File: src/rtl/hp_slot_pkg.sv
package hp_slot_pkg;
  // capability word bit positions
  localparam int CAP_PWR = 1;
  localparam int CAP_MRL = 2;
  localparam int CAP_IND = 4;
  // control half (bits 15:0 of word 1)
  localparam int CTL_PFDE = 1;
  localparam int CTL_CCIE = 4;
  localparam int CTL_HPIE = 5;
  localparam int CTL_IND  = 8;
  localparam int CTL_PWR  = 10;
  // status half (bits 31:16 of word 1), index within the half
  localparam int STS_PFD = 1;
  localparam int STS_MRL = 2;
  localparam int STS_CC  = 4;

  localparam logic [15:0] CAPS_RST   = 16'h0016;
  localparam logic [15:0] CAPS_WMASK = 16'h0016;
  localparam logic [15:0] CTL_RST    = 16'h0100;
  localparam logic [15:0] CTL_WMASK  = 16'h0432;
  localparam logic [15:0] STS_MASK   = 16'h0016;

  typedef enum logic [1:0] {
    IND_KEEP  = 2'b00,
    IND_ON    = 2'b01,
    IND_BLINK = 2'b10,
    IND_OFF   = 2'b11
  } ind_e;
endpackage

File: src/rtl/hp_sync.sv
module hp_sync #(
  parameter int N = 2
) (
  input  logic         clk,
  input  logic         rst_n,
  input  logic [N-1:0] in_n,
  output logic [N-1:0] lvl,
  output logic [N-1:0] fall
);
  for (genvar i = 0; i < N; i++) begin : g_ch
    logic s1_q, s2_q, s3_q;
    always_ff @(posedge clk or negedge rst_n) begin
      if (!rst_n) begin
        s1_q <= 1'b1;
        s2_q <= 1'b1;
        s3_q <= 1'b1;
      end else begin
        s1_q <= in_n[i];
        s2_q <= s1_q;
        s3_q <= s2_q;
      end
    end
    assign lvl[i]  = ~s2_q;
    assign fall[i] = ~s2_q & s3_q;
  end
endmodule

File: src/rtl/hp_regs.sv
module hp_regs
  import hp_slot_pkg::*;
(
  input  logic        clk,
  input  logic        rst_n,
  input  logic        wr,
  input  logic        addr,
  input  logic [31:0] wdata,
  input  logic        fault_fall,
  input  logic        mrl_fall,
  output logic [15:0] caps_q,
  output logic [15:0] ctl_q,
  output logic [15:0] sts_q,
  output logic [31:0] rdata,
  output logic        irq
);
  logic [15:0] caps_d, ctl_d, sts_d;
  logic        cc_ev;
  logic        wr_caps, wr_cs;

  assign wr_caps = wr & ~addr;
  assign wr_cs   = wr &  addr;

  always_comb begin
    caps_d = caps_q;
    ctl_d  = ctl_q;
    sts_d  = sts_q;
    cc_ev  = 1'b0;
    if (wr_caps) caps_d = wdata[15:0] & CAPS_WMASK;
    if (wr_cs) begin
      ctl_d = (ctl_q & ~CTL_WMASK) | (wdata[15:0] & CTL_WMASK);
      if (wdata[CTL_IND+1:CTL_IND] != IND_KEEP)
        ctl_d[CTL_IND+1:CTL_IND] = wdata[CTL_IND+1:CTL_IND];
      cc_ev = (caps_q[CAP_PWR] & (wdata[CTL_PWR] != ctl_q[CTL_PWR])) |
              (caps_q[CAP_IND] & (wdata[CTL_IND+1:CTL_IND] != IND_KEEP));
      sts_d = sts_q & ~(wdata[31:16] & STS_MASK);
    end
    if (fault_fall & caps_q[CAP_PWR]) sts_d[STS_PFD] = 1'b1;
    if (mrl_fall & caps_q[CAP_MRL])   sts_d[STS_MRL] = 1'b1;
    if (cc_ev)                        sts_d[STS_CC]  = 1'b1;
  end

  always_ff @(posedge clk or negedge rst_n) begin
    if (!rst_n) begin
      caps_q <= CAPS_RST;
      ctl_q  <= CTL_RST;
      sts_q  <= '0;
    end else begin
      caps_q <= caps_d;
      ctl_q  <= ctl_d;
      sts_q  <= sts_d;
    end
  end

  assign rdata = addr ? {sts_q, ctl_q} : {16'h0000, caps_q};
  assign irq   = ctl_q[CTL_HPIE] &
                 ((ctl_q[CTL_CCIE] & sts_q[STS_CC]) | (ctl_q[CTL_PFDE] & sts_q[STS_PFD]));
endmodule

File: src/rtl/hp_outputs.sv
module hp_outputs
  import hp_slot_pkg::*;
#(
  parameter int SETTLE_CYC = 1000,
  parameter int BLINK_W    = 22
) (
  input  logic        clk,
  input  logic        rst_n,
  input  logic [15:0] caps_q,
  input  logic [15:0] ctl_q,
  input  logic        pfd,
  input  logic        mrl_lvl,
  output logic        mrl_ok,
  output logic        pwr_en_n,
  output logic        pwr_led_n,
  output logic        slot_rst_n
);
  localparam int CNT_W = $clog2(SETTLE_CYC + 1);
  localparam logic [CNT_W-1:0] CNT_MAX = CNT_W'(SETTLE_CYC);

  logic [CNT_W-1:0]   cnt_q, cnt_d;
  logic [BLINK_W-1:0] blk_q, blk_d;
  logic               blk_en;
  logic               cmd_on, pwr_on, live, done;
  ind_e               ind;

  assign mrl_ok = ~caps_q[CAP_MRL] | mrl_lvl;
  assign cmd_on = ~ctl_q[CTL_PWR];
  assign pwr_on = caps_q[CAP_PWR] ? (cmd_on & mrl_ok) : mrl_ok;
  assign live   = pwr_on & ~pfd;
  assign done   = (cnt_q == CNT_MAX);
  assign ind    = ind_e'(ctl_q[CTL_IND+1:CTL_IND]);
  assign blk_en = 1'b1;

  always_comb begin
    if (!live)     cnt_d = '0;
    else if (done) cnt_d = cnt_q;
    else           cnt_d = cnt_q + 1'b1;
    blk_d = blk_en ? blk_q + 1'b1 : blk_q;
  end

  always_ff @(posedge clk or negedge rst_n) begin
    if (!rst_n) begin
      cnt_q <= '0;
      blk_q <= '0;
    end else begin
      cnt_q <= cnt_d;
      blk_q <= blk_d;
    end
  end

  always_comb begin
    pwr_led_n = 1'b1;
    if (caps_q[CAP_IND] && mrl_ok) begin
      case (ind)
        IND_ON:    pwr_led_n = 1'b0;
        IND_BLINK: pwr_led_n = blk_q[BLINK_W-1];
        default:   pwr_led_n = 1'b1;
      endcase
    end
  end

  assign pwr_en_n   = ~(caps_q[CAP_PWR] & cmd_on & mrl_ok);
  assign slot_rst_n = live & done;
endmodule

File: src/rtl/hp_slot_ctrl.sv
module hp_slot_ctrl
  import hp_slot_pkg::*;
#(
  parameter int SETTLE_CYC = 1000,
  parameter int BLINK_W    = 22
) (
  input  logic        clk,
  input  logic        rst_n,
  input  logic        reg_wr,
  input  logic        reg_addr,
  input  logic [31:0] reg_wdata,
  output logic [31:0] reg_rdata,
  input  logic        pwr_fault_n,
  input  logic        mrl_n,
  output logic        pwr_en_n,
  output logic        pwr_led_n,
  output logic        slot_rst_n,
  output logic        irq
);
  logic [1:0]  lvl, fall;
  logic [15:0] caps_q, ctl_q, sts_q;
  logic        mrl_ok;

  hp_sync #(.N(2)) u_sync (
    .clk(clk), .rst_n(rst_n),
    .in_n({mrl_n, pwr_fault_n}),
    .lvl(lvl), .fall(fall)
  );

  hp_regs u_regs (
    .clk(clk), .rst_n(rst_n),
    .wr(reg_wr), .addr(reg_addr), .wdata(reg_wdata),
    .fault_fall(fall[0]), .mrl_fall(fall[1]),
    .caps_q(caps_q), .ctl_q(ctl_q), .sts_q(sts_q),
    .rdata(reg_rdata), .irq(irq)
  );

  hp_outputs #(.SETTLE_CYC(SETTLE_CYC), .BLINK_W(BLINK_W)) u_out (
    .clk(clk), .rst_n(rst_n),
    .caps_q(caps_q), .ctl_q(ctl_q),
    .pfd(sts_q[STS_PFD]), .mrl_lvl(lvl[1]),
    .mrl_ok(mrl_ok),
    .pwr_en_n(pwr_en_n), .pwr_led_n(pwr_led_n), .slot_rst_n(slot_rst_n)
  );
endmodule

File: config.mk
export PLATFORM = sky130hd
export DESIGN_NAME = hp_slot_ctrl
export DESIGN_NICKNAME = d
export VERILOG_FILES = /design/src/rtl/hp_slot_pkg.sv /design/src/rtl/hp_sync.sv /design/src/rtl/hp_regs.sv /design/src/rtl/hp_outputs.sv /design/src/rtl/hp_slot_ctrl.sv
export SDC_FILE = /design/constraint.sdc
export NUM_CORES = 1
export LEC_CHECK = 0
export ABC_AREA = 0
export CAP_MARGIN = 20
export CORE_MARGIN = 1
export CORE_UTILIZATION = 39
export DETAILED_ROUTE_END_ITERATION = 7
export GPL_TIMING_DRIVEN = 0
export PLACE_DENSITY = 0.68
export SYNTH_ARGS = -nofsm -noshare
export SYNTH_HDL_FRONTEND = slang
export SYNTH_SLANG_ARGS = --single-unit
File: constraint.sdc
create_clock -name clk -period 1.75 [get_ports clk]
set_input_delay 0.2625 -clock clk [delete_from_list [all_inputs] [get_ports clk]]
set_output_delay 0.2625 -clock clk [all_outputs]
set_load 0.05 [all_outputs]
# Yosys cells after proc, flatten, opt, wreduce, memory -nomap -nowiden
# Cells that the tools add are included.
# Widths: inputs -> output; s select.
totals:
  regBits: 73
  input_bits: 38
  output_inout_bits: 36
classes:
  n_addsub: 2
  n_eq_ne: 5
  muxes: 12
  n_bitwise: 29
  n_reduce_logical: 5
op_table:
  columns: ["cell", "count"]
  rows:
  - ["$mux 32", 1]
  - ["$add 22x1->22 const B", 1]
  - ["$mux 10", 2]
  - ["$and 1x1->1", 16]
  - ["$and 16x16->16", 1]
  - ["$not 5->16", 1]
  - ["$or 16x11->16", 1]
  - ["$add 10x1->10 const B", 1]
  - ["$eq 10x10->1 const B", 1]
  - ["$reduce_bool 2->1", 4]
  - ["$not 1->1", 7]
  - ["$mux 1", 6]
  - ["$mux 5", 1]
  - ["$or 1x1->1", 3]
  - ["$eq 2x1->1 const B", 1]
  - ["$eq 2x2->1 const B", 1]
  - ["$mux 2", 1]
  - ["$ne 2x2->1 const B", 1]
  - ["$pmux 1 s2", 1]
  - ["$logic_and 1x1->1", 1]
  - ["$ne 1x1->1", 1]

# Longest topological paths before layout
depth:
  word_depth: 6
  depth_mapped: 6
  mapped_depth_nobuf: 6

# Hierarchy
# From an unflattened synthesis, not the netlist that was laid out.
hier_totals:
  cells_unflattened: 256
  hier_area_um2: 2743.9
modules_own_cells:
  columns: ["mod", "instances", "cells_each", "area_each_um2", "seq_area_each_um2"]
  rows:
  - ["hp_outputs", 1, 136, 1490.2, 800.8]
  - ["hp_regs", 1, 110, 1076.0, 305.3]
  - ["hp_sync", 1, 10, 177.7, 157.7]

# Worst setup path before layout
# Ideal clock, no wire load.
synth_path:
  kind: "reg2out"
  from: "reg u_out.cnt_q[5]"
  to: "out slot_rst_n"
  t_arrival_ps: 1521
  required_ps: 1487
  setup_slack_ps: -34
  stages_incl_launch_ff: 5
  cell_sequence: "dfrtp_1 -> nand4_1 -> nor4_1 -> nand2_1 -> nor2_1"
synth_via:
  elab_chain_cells: 2
synth_rtl:
  columns: ["item", "line", "text"]
  rows:
  - ["start: declaration", "hp_outputs.sv:21", "logic [CNT_W-1:0] cnt_q, cnt_d;"]
  - ["start signal: assignment", "hp_outputs.sv:47", "cnt_q <= cnt_d;"]
  - ["$eq 10x10->1", "hp_outputs.sv:31", "assign done = (cnt_q == CNT_MAX);"]
  - ["$and 1x1->1", "hp_outputs.sv:64", "assign slot_rst_n = live & done;"]
  - ["end: declaration", "hp_slot_ctrl.sv:17", "output logic slot_rst_n,"]
# No other way between the ends.

# Worst setup path in the final report
layout_path:
  from: "reg u_out.cnt_q[6]"
  to: "out slot_rst_n"
# Same word-level chain as after synthesis.

==> results.cfg <==
[status]
status = complete, no violations

[clocking]
cts_tree = yes
cts_num_sinks = 50
cts.clk_slew.worst_paths_ns = 0.09
ctsHtreeMaxLevel = 2
clk-insertion-delay-late_ns = 0.30
cts_buffer_depth = 2
cts_buffers = 5
root_buffer = clkbuf_8

[synthesis]
yosys_warnings = 0
avgSynthCellArea_um2 = 10.4
synth.distinct_cells = 35
netlist_instances = 234
yosysSeqAreaShare_pct = 51.9
ys_seq_elements = 50
mappedNetlistArea_um2 = 2430

[finish]
drive_gt1_share_pct = 21.5
layout_common_cells = 43 x nand2_1, 40 x dfrtp_1, 22 x buf_4, 22 x conb_1, 21 x xnor2_1
diodes = 0
fillerInstances = 579
instances_no_fill = 368
finalNetCount = 333
design_area_um2 = 3020
syn_to_final_growth_pct = 24.2
multi_input_area_um2 = 1060
seq_area_um2 = 1260
final_common_cell = nand2_1

[critical_path]
crit_type = reg2out
worstPathRequired_ns = 1.49
cp_slowest_cell = dfrtp_1
startpoint_type = flip-flop
crit_path_max_incr_delay_ns = 0.41
crit_buf_inv = 1
cp_cell_sequence = nand4_1 > nor4_2 > nand2_1 > nor2_2 > buf_6
startpoint = u_out.cnt_q[6]
worstPathMaxFanout = 5
crit_family = simple AND/OR/NAND/NOR gates
crit_arrival_ns = 1.46
rr_startpoint = u_out.blk_q[0]
crit_path_end_kind = output port
rrSetupSlack_ns = 0.25

[die]
die_area_um2 = 6560
die_h_um = 81.0
initial_utilization_pct = 40.9
fp.coreArea_um2 = 5960
io_pins = 74
fp-row-count = 28
die_w_um = 81.0

[sta]
fin_crit_sh_pct = 98.7
tightest_slew_ns = 0.513
period_needed_ns = 1.73
setup_violations = 0
final_hold_viol_count = 0
clock.fmax_mhz = 579
skew_ns = 0.00811
rsz0062_at_grt = yes
slew_viol_final = 0
setup-tns-final_ns = 0
relSlewSlack_pct = 66.0

[pwr]
peakVddDrop_mv = 0.481
power_density_nw_per_um2 = 886
p_leak_nw = 1.42

[global_route]
grt_max_degree = 33
grt_pass1_vias = 1596
grt_usage_pct = 14.4
grt_pass1_wl_mm = 7.15
grt.overflow.total = 0
antenna_found_initial = 0

[worst_hold_path]
hp-class = reg2reg
min_from = u_sync.g_ch[1].s1_q

[drt]
first_iter_violations = 82
num_vias = 1670
drc = 0
viasPerCell = 4.54
drtPass1Iterations = 4
post_drt_wl_per_cell_um = 11.3
ant_nets = 0
drt_wl_total_mm = 4.16

[place]
place_congestion = 0.719
hpwl_mm = 3.09
post_dp_cell_area_um2 = 2910
portBuffers = 29
place_inst = 360

[flow_run]
maxCapViolCount = 0
## stage by stage
step | hold WS, ns | utilization [%] | worst slack, ns | total power, mW
2_1_floorplan | -0.0331 | - | 0.175 | 1.74
3_3_place_gp | 0.346 | 48.7 | -1.01 | 1.91
3_5_place_dp | 0.230 | 48.9 | -0.713 | 1.92
4_1_cts | 0.353 | 51.0 | -0.00564 | 2.70
5_1_grt | 0.354 | 50.7 | -0.117 | 2.81
6_report | 0.353 | 50.7 | 0.0231 | 2.68
## per-layer routing
layer / part of all wire (%) / global-route usage (%)
met1: 47 / 18.5
met2: 47 / 23.4
met3: 4.4 / 3.48
met4: 1.2 / 5.36
met5: 0 / 0
## cell families after synthesis
family                   share of synthesized area (%)
AND/OR/NAND/NOR                                   22.5
flip-flops                                        51.9
buffers and inverters                             8.17
XOR/XNOR                                          10.1
AO/OA/AOI/OAI                                     2.88
multiplexers                                      2.72
adder cells (fa/ha/maj)                           1.54
other                                            0.154
## sequential cells by signal, summed over array words and instances (netlist names)
register / count
u_out.blk_q: 22
u_out.cnt_q: 10
u_regs.ctl_q: 6
u_regs.caps_q: 3
u_regs.sts_q: 3
u_sync.g_ch.s1_q: 2
u_sync.g_ch.s2_q: 2
u_sync.g_ch.s3_q: 2
## final timing paths
kind | end | depth (start not counted)
max | slot_rst_n | 5
min in group asynchronous | u_out.blk_q[12] | 2
min reg2reg | u_sync.g_ch[1].s2_q | 0
min | u_sync.g_ch[1].s2_q | 0
max in group asynchronous | u_sync.g_ch[1].s1_q | 3
max reg2reg | u_out.blk_q[14] | 5
## what timing repair did
action / CTS / global route
hold buffers: 1 / 0
endpoints found under the hold margin: 14 / 0
resized for setup: 39 / 4
pin swaps: 2 / 0
buffers inserted: 0 / 0
setup endpoints to repair: 14 / 4
## synth_stat cells, drive strengths merged
cell | number | area [um2]
buf | 22 | 165
dfstp | 10 | 263
and4 | 1 | 8.76
and2 | 8 | 50.1
a21o | 1 | 7.51
dfrtp | 40 | 1000
inv | 6 | 22.5
and3 | 3 | 20.0
nand4 | 9 | 71.3
nor3 | 5 | 25.0
mux2i | 1 | 10.0
or2 | 1 | 6.26
nand3 | 9 | 45.0
a22oi | 1 | 7.51
a21oi | 5 | 25.0
nor2b | 3 | 18.8
xor2 | 7 | 61.3
nand3b | 1 | 7.51
nor4 | 3 | 48.8
clkbuf | 3 | 11.3
nor2 | 11 | 41.3
or3 | 3 | 18.8
ha | 3 | 37.5
nand4bb | 1 | 11.3
a32o | 1 | 10.0
nor3b | 1 | 7.51
xnor2 | 21 | 184
nand2b | 1 | 6.26
o21ai | 4 | 20.0
mux2 | 5 | 56.3
conb | 1 | 3.75
nand2 | 43 | 161
## power breakdown
group          internal [mW]  switching [mW]  leakage [nW]
clock network          0.421           0.381        0.0579
logic                  0.198           0.381         0.730
registers               1.23          0.0621         0.632
## layout make-up
type | count | share of cell area [%]
Sequential cell | 50 | 41.8
Multi-Input combinational cell | 174 | 35.0
Timing Repair Buffer | 31 | 9.65
Buffer | 24 | 6.05
Tap cell | 75 | 3.11
Clock buffer | 5 | 2.28
Clock inverter | 3 | 1.33
Inverter | 6 | 0.745
Power figures use the tool's default switching activity.
